`src/rtl/handoff_mailbox_pkg.sv`:
```
package handoff_mailbox_pkg;

  // Header field positions inside the final word (carried transparently)
  localparam int HDR_TYPE_LSB   = 0;
  localparam int HDR_VER_LSB    = 3;
  localparam int HDR_DIR_BIT    = 7;
  localparam int HDR_STATUS_LSB = 8;
  localparam int HDR_RSTREQ_BIT = 24;

  // Strobes from control to datapath
  typedef struct packed {
    logic wrLoad;    // accepted write this cycle
    logic useRsp;    // take address/data from the responder port
    logic lastWord;  // accepted write targets the final word
  } mbxStrobe_t;

endpackage

```
`src/rtl/handoff_mailbox_ctrl.sv`:
```
module handoff_mailbox_ctrl
  import handoff_mailbox_pkg::*;
#(
  parameter int NUM_WORDS = 8,
  localparam int ADDR_W = $clog2(NUM_WORDS)
) (
  input  logic              clk,
  input  logic              rstN,
  input  logic              reqWrEn,
  input  logic [ADDR_W-1:0] reqWrAddr,
  input  logic              rspWrEn,
  input  logic [ADDR_W-1:0] rspWrAddr,
  output mbxStrobe_t        strobe,
  output logic              ownedByRsp,
  output logic              handoffPulse
);

  localparam logic [ADDR_W-1:0] LAST_ADDR = ADDR_W'(NUM_WORDS - 1);

  logic ownQ;
  logic pulseQ;

  // Only the current owner's write port is honoured
  always_comb begin
    strobe.useRsp   = ownQ;
    strobe.wrLoad   = ownQ ? rspWrEn : reqWrEn;
    strobe.lastWord = ownQ ? (rspWrAddr == LAST_ADDR) : (reqWrAddr == LAST_ADDR);
  end

  always_ff @(posedge clk) begin
    if (!rstN) begin
      ownQ   <= 1'b0;
      pulseQ <= 1'b0;
    end else begin
      pulseQ <= strobe.wrLoad && strobe.lastWord && !ownQ;
      if (strobe.wrLoad && strobe.lastWord) begin
        ownQ <= !ownQ;
      end
    end
  end

  assign ownedByRsp   = ownQ;
  assign handoffPulse = pulseQ;

  AST_REQ_LAST_GRANTS: assert property (@(posedge clk) disable iff (!rstN)
    (reqWrEn && reqWrAddr == LAST_ADDR && !ownedByRsp) |=> ownedByRsp);
  AST_RSP_LAST_RETURNS: assert property (@(posedge clk) disable iff (!rstN)
    (rspWrEn && rspWrAddr == LAST_ADDR && ownedByRsp) |=> !ownedByRsp);
  AST_PULSE_ON_GRANT: assert property (@(posedge clk) disable iff (!rstN)
    handoffPulse |-> (ownedByRsp && !$past(ownedByRsp)));
  AST_OWNER_HOLD_IDLE: assert property (@(posedge clk) disable iff (!rstN)
    (!reqWrEn && !rspWrEn) |=> $stable(ownedByRsp));
  AST_NONOWNER_RSP_NO_FLIP: assert property (@(posedge clk) disable iff (!rstN)
    (!ownedByRsp && !reqWrEn && rspWrEn) |=> !ownedByRsp);

endmodule

```
`src/rtl/handoff_mailbox_dp.sv`:
```
module handoff_mailbox_dp
  import handoff_mailbox_pkg::*;
#(
  parameter int WORD_W    = 32,
  parameter int NUM_WORDS = 8,
  localparam int ADDR_W = $clog2(NUM_WORDS)
) (
  input  logic              clk,
  input  logic              rstN,
  input  mbxStrobe_t        strobe,
  input  logic              ownedByRsp,
  input  logic              fnResetActive,
  input  logic [ADDR_W-1:0] reqWrAddr,
  input  logic [WORD_W-1:0] reqWrData,
  input  logic [ADDR_W-1:0] rspWrAddr,
  input  logic [WORD_W-1:0] rspWrData,
  input  logic [ADDR_W-1:0] reqRdAddr,
  input  logic [ADDR_W-1:0] rspRdAddr,
  output logic [WORD_W-1:0] reqRdData,
  output logic [WORD_W-1:0] rspRdData
);

  localparam int LAST_IDX = NUM_WORDS - 1;

  logic [NUM_WORDS*WORD_W-1:0] flatStore;
  logic [ADDR_W-1:0]           wrAddr;
  logic [WORD_W-1:0]           wrData;
  logic [WORD_W-1:0]           reqView;

  always_comb begin
    wrAddr = strobe.useRsp ? rspWrAddr : reqWrAddr;
    wrData = strobe.useRsp ? rspWrData : reqWrData;
  end

  for (genvar g = 0; g < NUM_WORDS; g++) begin : g_word
    logic [WORD_W-1:0] wordQ;
    always_ff @(posedge clk) begin
      if (!rstN) begin
        wordQ <= '0;
      end else if (strobe.wrLoad && wrAddr == ADDR_W'(g)) begin
        wordQ <= wrData;
      end
    end
    assign flatStore[g*WORD_W +: WORD_W] = wordQ;
  end

  // Read views: final word shows the owner flag in its top bit
  always_comb begin
    reqView = '0;
    if (int'(reqRdAddr) < NUM_WORDS) begin
      reqView = flatStore[int'(reqRdAddr)*WORD_W +: WORD_W];
      if (int'(reqRdAddr) == LAST_IDX) reqView[WORD_W-1] = ownedByRsp;
    end
    reqRdData = fnResetActive ? '1 : reqView;
  end

  always_comb begin
    rspRdData = '0;
    if (int'(rspRdAddr) < NUM_WORDS) begin
      rspRdData = flatStore[int'(rspRdAddr)*WORD_W +: WORD_W];
      if (int'(rspRdAddr) == LAST_IDX) rspRdData[WORD_W-1] = ownedByRsp;
    end
  end

  AST_NONOWNER_REQ_IGNORED: assert property (@(posedge clk) disable iff (!rstN)
    (ownedByRsp && !strobe.wrLoad) |=> $stable(flatStore));
  AST_NONOWNER_RSP_IGNORED: assert property (@(posedge clk) disable iff (!rstN)
    (!ownedByRsp && !strobe.wrLoad) |=> $stable(flatStore));

endmodule

```
`src/rtl/handoff_mailbox.sv`:
```
module handoff_mailbox
  import handoff_mailbox_pkg::*;
#(
  parameter int WORD_W    = 32,
  parameter int NUM_WORDS = 8,
  localparam int ADDR_W = $clog2(NUM_WORDS)
) (
  input  logic              clk,
  input  logic              rstN,
  input  logic              fnResetActive,
  input  logic              reqWrEn,
  input  logic [ADDR_W-1:0] reqWrAddr,
  input  logic [WORD_W-1:0] reqWrData,
  input  logic [ADDR_W-1:0] reqRdAddr,
  output logic [WORD_W-1:0] reqRdData,
  input  logic              rspWrEn,
  input  logic [ADDR_W-1:0] rspWrAddr,
  input  logic [WORD_W-1:0] rspWrData,
  input  logic [ADDR_W-1:0] rspRdAddr,
  output logic [WORD_W-1:0] rspRdData,
  output logic              ownedByRsp,
  output logic              handoffPulse
);

  mbxStrobe_t strobe;

  handoff_mailbox_ctrl #(.NUM_WORDS(NUM_WORDS)) ctrl_i (
    .clk(clk), .rstN(rstN),
    .reqWrEn(reqWrEn), .reqWrAddr(reqWrAddr),
    .rspWrEn(rspWrEn), .rspWrAddr(rspWrAddr),
    .strobe(strobe), .ownedByRsp(ownedByRsp), .handoffPulse(handoffPulse)
  );

  handoff_mailbox_dp #(.WORD_W(WORD_W), .NUM_WORDS(NUM_WORDS)) dp_i (
    .clk(clk), .rstN(rstN), .strobe(strobe),
    .ownedByRsp(ownedByRsp), .fnResetActive(fnResetActive),
    .reqWrAddr(reqWrAddr), .reqWrData(reqWrData),
    .rspWrAddr(rspWrAddr), .rspWrData(rspWrData),
    .reqRdAddr(reqRdAddr), .rspRdAddr(rspRdAddr),
    .reqRdData(reqRdData), .rspRdData(rspRdData)
  );

endmodule

```
`config.mk`:
```
export PLATFORM = sky130hd
export DESIGN_NAME = handoff_mailbox
export DESIGN_NICKNAME = d
export VERILOG_FILES = /design/src/rtl/handoff_mailbox_pkg.sv /design/src/rtl/handoff_mailbox_ctrl.sv /design/src/rtl/handoff_mailbox_dp.sv /design/src/rtl/handoff_mailbox.sv
export SDC_FILE = /design/constraint.sdc
export NUM_CORES = 1
export LEC_CHECK = 0
export BUFFER_PORTS_ARGS = -buffer_cell sky130_fd_sc_hd__buf_2
export CELL_PAD_IN_SITES_DETAIL_PLACEMENT = 0
export CELL_PAD_IN_SITES_GLOBAL_PLACEMENT = 1
export CORE_ASPECT_RATIO = 1.1
export CORE_UTILIZATION = 38
export CTS_CLUSTER_DIAMETER = 80
export DETAILED_ROUTE_END_ITERATION = 16
export PLACE_DENSITY_LB_ADDON = 0.15
export SLEW_MARGIN = 20
export SYNTH_ARGS = -nofsm -noshare
export SYNTH_HDL_FRONTEND = slang
export SYNTH_SLANG_ARGS = --single-unit
```
`constraint.sdc`:
```
create_clock -name clk -period 3.58 [get_ports clk]
set_input_delay 0.179 -clock clk [delete_from_list [all_inputs] [get_ports clk]]
set_output_delay 0.179 -clock clk [all_outputs]
set_load 0.02 [all_outputs]
```
==> flow_metrics.tcl, run 1 <==
set metrics [dict create \
    grt_first_pass_wirelength_um 62000 \
    crit_type "flop to output port" \
    slew_viol_final 0 \
    status "complete, no violations" \
    grt_usage_pct 21.4 \
    final_hold_viol_count 0 \
    path_max_fanout 27 \
    die_y_um 203 \
    syn-cell-area_um2 14000 \
    tritoncts "built" \
    r2r_slack_ns 1.39 \
    rsz0062_at_grt "no" \
    min_period_ns 2.68 \
    fillers 3456 \
    min_to "dp_i.g_word[1].wordQ[6]" \
    clk_pin_slew_ns 0.06 \
    drt_iter0_drc 492 \
    power_frac_comb_pct 12.1 \
    clock_sinks 257 \
    setup_violations 0 \
    hp-class "primary input to flop" \
    detail-route-antenna-nets 0 \
    clk_latency_ns 0.55 \
    cts_buffers 30 \
    wirelength_um 40000 \
    initial_core_util_pct 38.6 \
    leakagePower_nw 7.97 \
    min-delay-start "rspWrData[6]" \
    antenna_found_initial 0 \
    pin_count 147 \
    overflow 0 \
    clockBufferDepth 3 \
    route.detailed.drc 0 \
    wl_per_cell_um 21.1 \
    final_common_cell "mux2i_1" \
    p_total_mw 7.24 \
    ys_ff_latch 257 \
    r2r-end "dp_i.g_word[4].wordQ[4]" \
    max_freq_mhz 374 \
    required_ns 3.40 \
    p_clk_share_pct 46.4 \
    fin_ws_ns 0.903 \
    fin_nets 1471 \
    fin_skew_ns 0.00722 \
    pwr_density_cell_nw_per_um2 449 \
    setup_tns_ns 0 \
    grt_pass1_vias 10400 \
    cp-start-kind "flop" \
    cp.arrival_ns 2.50 \
    maxCapViolCount 0 \
    cts_setup_buffers 0 \
    syn_to_final_growth_pct 15.3 \
    ys.warnings.count 0 \
    first_pass_iters 4 \
    die-width_um 185 \
    pre_cts_ws_ns 1.33 \
    seq_area_frac_synth_pct 36.8 \
    period_share_pct 74.8 \
    port_buffers 146 \
    dr_total_vias 10200 \
    cellInternalPower_mw 5.38 \
    place_hpwl_um 24500 \
    mostFrequentLayoutCells "384 x mux2i_1, 288 x nand2_1, 256 x dfxtp_1, 142 x buf_2" \
    ys_types 25 \
    routed_via_density 5.38 \
    die_area_um2 37600 \
    hold_depth 4 \
    cts-resized-gates 0 \
    rows 73 \
    netSwitchingPower_mw 1.86 \
    gp_congestion 0.757 \
    htreeDepth 1 \
    layout-drive-gt1-share_pct 26.4 \
    ff2ff_path_depth 4 \
    r2r-start "ctrl_i.ownedByRsp" \
    cts-root-buf "clkbuf_16" \
    relSlewSlack_pct 25.0 \
    num_antenna_cells 0 \
    p_sw_share_pct 25.7 \
    seq_power_share_pct 41.4 \
    peakVddDrop_uv 425 \
    cp-end-kind "output port" \
    worstMarginPinSlew_ns 1.12 \
    grt_max_degree 88 \
    fin_util_pct 44.5 \
    hold_buffers 0 \
    post_synth.cell_area_avg_um2 10.8 \
    fp.coreArea_um2 36300 \
    synthCells 1294 \
    synth_fp_nets 1375 \
]
==> synth_stat cells <==
cell type | number | area, um2
mux2i_1 | 384 | 3840
nand2_1 | 288 | 1080
dfxtp_1 | 257 | 5140
a22oi_1 | 64 | 480
mux2_2 | 64 | 721
mux4_2 | 56 | 1260
clkbuf_1 | 51 | 191
a21o_1 | 32 | 240
buf_6 | 31 | 349
buf_2 | 22 | 110
buf_4 | 8 | 60.1
mux4_1 | 8 | 210
o22ai_2 | 4 | 50.1
o22ai_4 | 4 | 80.1
and3b_1 | 3 | 26.3
buf_1 | 3 | 11.3
nor3b_2 | 3 | 37.5
and3_1 | 2 | 12.5
and3b_2 | 2 | 20.0
nor2_1 | 2 | 7.51
nor2b_1 | 2 | 12.5
and2_1 | 1 | 6.26
nand2b_1 | 1 | 6.26
nor3_4 | 1 | 16.3
nor3b_4 | 1 | 18.8
==> cell families (layout without fill, tap and decap cells) <==
logic type | after synthesis | after routing | share of synthesized area [%]
muxes | 512 | 512 | 43.1
and+or+nand+nor | 306 | 306 | 8.89
DFF | 257 | 257 | 36.8
buffers and inverters | 115 | 234 | 5.16
AOI/OAI and AO/OA | 104 | 104 | 6.08
==> power groups by stage <==
stage	Clock [mW]	Sequential (mW)	Combinational [mW]
2_1_floorplan	0	3.04	0.626
3_3_place_gp	0	3.06	0.879
3_5_place_dp	0	3.06	0.887
4_1_cts	3.43	3.00	0.890
5_1_grt	3.55	3.01	0.944
6_report	3.36	3.00	0.880
==> per-layer routing <==
metal	wire length [um]	vias up	track usage [%]
li1	-	4873	-
met1	18600	5084	29.0
met2	19100	208	36.2
met3	1600	50	2.64
met4	691	0	4.63
met5	0	-	0
==> flip-flops by register name, summed over array words and instances, names as in the netlist <==
signal,count
ctrl_i.handoffPulse,1
dp_i.g_word.wordQ,255
ctrl_i.ownedByRsp,1
==> cell type report <==
cell class	instances	area, um2	area share (%)
multi-input cells	922	8190	50.7
flip-flops and latches	257	5150	31.9
repair buffers	179	1100	6.81
clock buffers	39	876	5.43
well taps	487	609	3.78
clock inverters	16	220	1.36
==> per-stage QoR <==
step / instance area (um2) / hold slack (ns) / instances
final: 16100 / 0.205 / 1900
after global placement: 15000 / 0.458 / 1845
after detailed placement: 15000 / 0.464 / 1845
after CTS: 16100 / 0.188 / 1900
after floorplan: 14000 / 0.446 / 1294
after global routing: 16100 / 0.245 / 1900
==> worst max path at each step <==
stage	start	to	slack, ns	cells past startpoint
detailed placement	rspRdAddr[1]	rspRdData[22]	1.33	5
global route	ctrl_i.ownedByRsp	reqRdData[31]	0.70	5
global placement	rspRdAddr[1]	rspRdData[22]	1.33	5
CTS	ctrl_i.ownedByRsp	reqRdData[31]	0.83	5
finish	ctrl_i.ownedByRsp	reqRdData[31]	0.90	5
floorplan	ctrl_i.ownedByRsp	dp_i.g_word[0].wordQ[10]	1.95	6
==> worst max-delay path, cell delays in order, from the launching register on <==
cell and delay [ns]:
dfxtp_2 0.67, buf_4 0.51, mux2i_1 0.17, a22oi_1 0.22
a21o_1 0.19, buf_2 0.18
Power figures use the tool's default switching activity.
==> run 2: changes to the inputs <==
==> constraint.sdc (replaced) <==
create_clock -name clk -period 2.8 [get_ports clk]
set_input_delay 0.14 -clock clk [delete_from_list [all_inputs] [get_ports clk]]
set_output_delay 0.14 -clock clk [all_outputs]
set_load 0.02 [all_outputs]
==> run 2 against run 1 <==
Compared with the run above: register-to-register slack got worse by 0.77 ns; total power is 28% higher; sequential share of layout area fell by 0.21 points; critical path depth decreased by 1; combinational power rose by 30%; clock skew decreased by 0.0013 ns; die area is the same; worst setup slack worse by 0.45 ns; global-route usage down 0.063 points; largest cell class unchanged; sequential power grew 28%; wire length down 0.34%; via count shrank 0.62%.
==> flow_metrics.tcl, run 2 (synthesized netlist as in run 1, its figures left out) <==
set metrics [dict create \
    status "complete, no violations" \
    regMostFlops "dp_i.g_word.wordQ" \
    route.detailed.drc 0 \
    worstMarginPinSlew_ns 1.07 \
    cpPeakStageDelay_ns 0.49 \
    gp_congestion 0.760 \
    cts_setup_buffers 0 \
    fp.coreArea_um2 36300 \
    hp-class "primary input to flop" \
    routed_via_density 5.33 \
    p_total_mw 9.29 \
    grt_first_pass_wirelength_um 61900 \
    clk_pin_slew_ns 0.06 \
    fillers 3505 \
    cp-end-kind "output port" \
    r2r_slack_ns 0.62 \
    slowest_stage "mux4_2" \
    r2r-start "ctrl_i.ownedByRsp" \
    hold_slack_ns 0.0743 \
    wirelength_um 39900 \
    cts-resized-gates 0 \
    grt_max_degree 65 \
    setup_violations 0 \
    wl_per_cell_um 20.9 \
    pwr_density_cell_nw_per_um2 572 \
    drt_iter0_drc 523 \
    die-width_um 185 \
    pin_count 147 \
    min_to "dp_i.g_word[6].wordQ[6]" \
    fin_nets 1478 \
    required_ns 2.66 \
    slew_viol_final 0 \
    cts-root-buf "clkbuf_16" \
    fin_skew_ns 0.00593 \
    cp-start-kind "flop" \
    hold_depth 3 \
    min-delay-start "rstN" \
    tritoncts "built" \
    port_buffers 146 \
    detail-route-antenna-nets 0 \
    setup_tns_ns 0 \
    largest_reg_flops 255 \
    min_period_ns 2.34 \
    peakVddDrop_uv 408 \
    hold_buffers 0 \
    clk_latency_ns 0.55 \
    htreeDepth 1 \
    syn_to_final_growth_pct 16.0 \
    cp_top_family "multiplexers" \
    mostFrequentLayoutCells "384 x mux2i_1, 288 x nand2_1, 256 x dfxtp_1, 142 x buf_2" \
    grt_usage_pct 21.3 \
    path_cells "buf_4, mux4_2, mux2_2, buf_2" \
    maxCapViolCount 0 \
    leakagePower_nw 8.02 \
    overflow 0 \
    clockBufferDepth 3 \
    initial_core_util_pct 38.6 \
    r2r-end "dp_i.g_word[5].wordQ[17]" \
    cp.arrival_ns 2.20 \
    dr_total_vias 10200 \
    crit_type "flop to output port" \
    cts_buffers 31 \
    antenna_found_initial 0 \
    rows 73 \
    worst-path-buf-inv 2 \
    first_pass_iters 4 \
    ff2ff_path_depth 4 \
    die_area_um2 37600 \
    rsz0062_at_grt "no" \
    grt_pass1_vias 10400 \
    die_y_um 203 \
    place_hpwl_um 24000 \
    path_max_fanout 18 \
    final_common_cell "mux2i_1" \
    num_antenna_cells 0 \
    clock_sinks 257 \
    final_hold_viol_count 0 \
    layout-drive-gt1-share_pct 26.4 \
    period_share_pct 83.7 \
    max_freq_mhz 427 \
    relSlewSlack_pct 28.7 \
]
==> run 2: changes by cell type in the layout (fill, tap and decap cells not counted), sizes merged <==
cell and change:
buf +6, bufinv +1, clkbuf +2, clkinv -3, inv -1
==> run 2: stage by stage <==
stage          worst slack, ns  utilization [%]  instance area [um2]  instances
2_1_floorplan             1.17                -                14000       1294
3_3_place_gp             0.601             41.8                15100       1851
3_5_place_dp             0.578             41.8                15100       1851
4_1_cts                  0.431             44.8                16200       1905
5_1_grt                  0.383             44.8                16200       1905
6_report                 0.457             44.8                16200       1905
==> run 2: routing by layer <==
metal | track usage (%) | share of wire, % | wire length [um]
met1 | 28.5 | 46 | 18500
met2 | 36.7 | 48 | 19200
met3 | 2.23 | 3.6 | 1440
met4 | 4.93 | 1.8 | 730
met5 | 0 | 0 | 0
==> run 2: cell type report <==
class / instances / area (um2) / share of cell area [%]
Clock buffer: 41 / 873 / 5.38
Clock inverter: 13 / 220 / 1.36
Multi-Input combinational cell: 922 / 8190 / 50.4
Sequential cell: 257 / 5150 / 31.7
Tap cell: 487 / 609 / 3.75
Timing Repair Buffer: 185 / 1210 / 7.43
==> run 2: worst max-delay path by stage <==
stage,endpoint,from,slack (ns),cells past startpoint
final,rspRdData[31],ctrl_i.ownedByRsp,0.46,4
after global routing,rspRdData[31],ctrl_i.ownedByRsp,0.38,4
after CTS,rspRdData[31],ctrl_i.ownedByRsp,0.43,4
after detailed placement,dp_i.g_word[5].wordQ[29],ctrl_i.ownedByRsp,0.58,4
after global placement,dp_i.g_word[5].wordQ[18],ctrl_i.ownedByRsp,0.60,4
after floorplan,dp_i.g_word[0].wordQ[10],ctrl_i.ownedByRsp,1.17,6
==> run 2: power breakdown <==
group	total, mW	switching (mW)	internal, mW
clock	4.31	1.60	2.72
combinational	1.14	0.664	0.480
sequential	3.83	0.0767	3.76
==> run 2: worst register-to-register path: stages (launching register included) <==
cell and delay (ns):
dfxtp_2 0.49, and3b_2 0.33, o22ai_4 0.79, buf_12 0.29
mux2i_1 0.21
==> run 3: changes to the inputs <==
--- a/config.mk
+++ b/config.mk
@@ -5,6 +5,7 @@
 export SDC_FILE = /design/constraint.sdc
 export NUM_CORES = 1
 export LEC_CHECK = 0
+export ABC_AREA = 1
 export BUFFER_PORTS_ARGS = -buffer_cell sky130_fd_sc_hd__buf_2
 export CELL_PAD_IN_SITES_DETAIL_PLACEMENT = 0
 export CELL_PAD_IN_SITES_GLOBAL_PLACEMENT = 1
==> constraint.sdc (replaced) <==
create_clock -name clk -period 2.3 [get_ports clk]
set_input_delay 0.115 -clock clk [delete_from_list [all_inputs] [get_ports clk]]
set_output_delay 0.115 -clock clk [all_outputs]
set_load 0.02 [all_outputs]
==> run 3 against run 2 <==
Compared with the run above: register-to-register slack worse by 0.28 ns; synthesized area up 9.6%; combinational power up 130%; design area up 8.7%; count of clock-buffer cells in the layout up 4; utilization down 0.057 points; global-route usage up 8.4 points; wire length up 54%; critical path type unchanged; largest power group unchanged.
==> flow_metrics.tcl, run 3 <==
set metrics [dict create \
    ff2ff_path_depth 8 \
    cellInternalPower_mw 8.82 \
    p_clk_share_pct 42.0 \
    r2r-end "dp_i.g_word[3].wordQ[14]" \
    die_y_um 213 \
    synthTopCellsByArea "dfxtp_1 34%, nor2_1 16%, nand3_1 16%, nand2_1 15%, o21ai_0 4.9%" \
    fin_skew_ns 0.0202 \
    seq_area_frac_synth_pct 33.5 \
    path_cells "inv_2, buf_6, o21ai_1, nand3_1, nand2_1, buf_2" \
    crit_type "flop to output port" \
    setup_violations 0 \
    drt_iter0_drc 1466 \
    worst-path-buf-inv 3 \
    clockBufferDepth 3 \
    rsz0062_at_grt "no" \
    synth_edf_count 0 \
    slowest_stage "dfxtp_2" \
    antenna_found_initial 1 \
    ys_types 22 \
    cts_buffers 30 \
    layout-drive-gt1-share_pct 13.8 \
    multi_input_area_um2 9000 \
    post_synth.cell_area_avg_um2 6.03 \
    synth_fp_nets 2626 \
    relSlewSlack_pct 51.1 \
    min_period_ns 2.15 \
    ys.warnings.count 0 \
    crit_start "ctrl_i.ownedByRsp" \
    dp_cells 3053 \
    tritoncts "built" \
    detail-route-antenna-nets 0 \
    rows 76 \
    seq_power_share_pct 37.6 \
    pin_count 147 \
    clock_sinks 257 \
    place_hpwl_um 35100 \
    syn-cell-area_um2 15300 \
    maxCapViolCount 0 \
    async_flop_share_pct 0 \
    yosys.area.top_type_share_pct 33.5 \
    fp.coreArea_um2 39500 \
    gp_congestion 0.802 \
    netSwitchingPower_mw 4.03 \
    routed_via_density 5.52 \
    power_frac_comb_pct 20.5 \
    num_antenna_cells 0 \
    largest_reg_flops 255 \
    overflow 0 \
    htreeDepth 1 \
    route.detailed.drc 0 \
    first_pass_iters 6 \
    cp_top_family "buffers and inverters" \
    fin_nets 2664 \
    grt_pass1_vias 16200 \
    endpoint "rspRdData[31]" \
    pwr_density_cell_nw_per_um2 728 \
    dr_total_vias 17200 \
    p_sw_share_pct 31.4 \
    cts-root-buf "clkbuf_16" \
    instances_no_fill 3114 \
    syn_to_final_growth_pct 15.1 \
    synthCells 2545 \
    r2r-start "ctrl_i.ownedByRsp" \
    synthFlopType "dfxtp_1" \
    cpPeakStageDelay_ns 0.50 \
    seqCellArea_um2 5150 \
    cp.arrival_ns 2.03 \
    path_max_fanout 19 \
    grt_first_pass_wirelength_um 95300 \
    synth_most_common_cell "nor2_1" \
    grt_max_degree 95 \
    p_total_mw 12.9 \
    final_hold_viol_count 0 \
    mostFrequentLayoutCells "665 x nor2_1, 626 x nand2_1, 486 x nand3_1, 256 x dfxtp_1, 150 x o21ai_0" \
    period_share_pct 93.4 \
    initial_core_util_pct 38.9 \
    hp-class "primary input to flop" \
    grt_usage_pct 29.7 \
    cp-end-kind "output port" \
    yosysTopAreaCell "dfxtp_1" \
    clk_latency_ns 0.58 \
    fillers 4149 \
    max_freq_mhz 465 \
    r2r_slack_ns 0.34 \
    status "complete, no violations" \
    slew_viol_final 0 \
    setup_tns_ns 0 \
    wirelength_um 61600 \
    die_area_um2 41200 \
    leakagePower_nw 7.42 \
    required_ns 2.18 \
    regMostFlops "dp_i.g_word.wordQ" \
    die-width_um 194 \
    peakVddDrop_uv 645 \
    ys_ff_latch 257 \
    crit_cells 6 \
    clk_pin_slew_ns 0.06 \
    final_common_cell "nor2_1" \
    yosys-top-cells-count "665 x nor2_1, 626 x nand2_1, 486 x nand3_1, 257 x dfxtp_1, 150 x o21ai_0" \
    worstMarginPinSlew_ns 0.728 \
    cp-start-kind "flop" \
    wl_per_cell_um 19.8 \
    port_buffers 146 \
]
-- run 3: changes by cell type after synthesis, sizes merged, moves of 19 or more --
cell	change
a21o	-32
a22oi	-64
buf	+63
clkbuf	+35
inv	+19
mux2	-64
mux2i	-384
mux4	-64
nand2	+352
nand3	+486
nor2	+676
o21ai	+188
o22ai	+23
or2	+32
-- run 3: worst min-delay path by stage --
stage	from	endpoint	slack, ns	cells past startpoint
floorplan	rspWrData[11]	dp_i.g_word[0].wordQ[11]	0.42	4
global placement	dp_i.g_word[1].wordQ[5]	dp_i.g_word[1].wordQ[5]	0.48	2
detailed placement	dp_i.g_word[1].wordQ[11]	dp_i.g_word[1].wordQ[11]	0.49	2
CTS	rspWrData[19]	dp_i.g_word[0].wordQ[19]	0.002	5
global route	rstN	dp_i.g_word[0].wordQ[21]	0.04	3
finish	rstN	dp_i.g_word[1].wordQ[20]	0.007	3
-- run 3: what timing repair did --
item                       in CTS  in global routing
gates resized for setup         0                  1
hold buffers                    5                  0
buffers inserted                0                  0
hold endpoints to repair       26                  0
setup endpoints to repair       0                  1
-- run 3: logic make-up after synthesis --
group                  count (synthesis)  share of synthesized area (%)
DFF                                  257                           33.5
AOI/OAI and AO/OA                    220                           8.12
buffers and inverters                232                           7.82
and+or+nand+nor                     1836                           50.5
-- run 3: final cells by class --
| type | instances | area share [%] |
|---|---|---|
| well taps | 507 | 3.59 |
| repair buffers | 219 | 9.53 |
| clock inverters | 11 | 1.04 |
| flip-flops and latches | 257 | 29.2 |
| clock buffers | 45 | 5.26 |
| inverters | 19 | 0.432 |
| multi-input cells | 2056 | 51.0 |
-- run 3: power by group through the flow --
| stage | logic, mW | clock network, mW | registers (mW) |
|---|---|---|---|
| final | 2.63 | 5.40 | 4.83 |
| after global routing | 2.88 | 5.63 | 4.86 |
| after CTS | 2.62 | 5.46 | 4.83 |
| after detailed placement | 2.60 | 0 | 4.93 |
| after global placement | 2.58 | 0 | 4.92 |
| after floorplan | 1.74 | 0 | 4.88 |
-- run 3: stage by stage --
step                      instance area, um2  util (%)  hold slack [ns]  setup WS [ns]
after floorplan                        15300         -            0.424          0.729
after global placement                 16500      41.8            0.481          0.428
after detailed placement               16500      41.8            0.486          0.366
after CTS                              17600      44.7          0.00164         0.0221
after global routing                   17700      44.7           0.0370         0.0490
final                                  17700      44.7          0.00738          0.152
-- run 3: metal layers --
| metal | GRT usage [%] | wire, um | vias up |
|---|---|---|---|
| met3 | 3.78 | 4970 | 113 |
| met4 | 11.2 | 1800 | 0 |
| met5 | 0 | 0 | - |
| met2 | 51.3 | 28900 | 772 |
| met1 | 37.7 | 25900 | 8024 |
| li1 | - | - | 8282 |
-- run 3: worst register-to-register path: stages, from the launching register on --
cell and delay (ns):
dfxtp_2 0.50, inv_2 0.20, nand2_1 0.12, nand2_2 0.10
nor2_4 0.31, buf_12 0.31, nand3_1 0.21, nand2_1 0.08
nor2_1 0.04
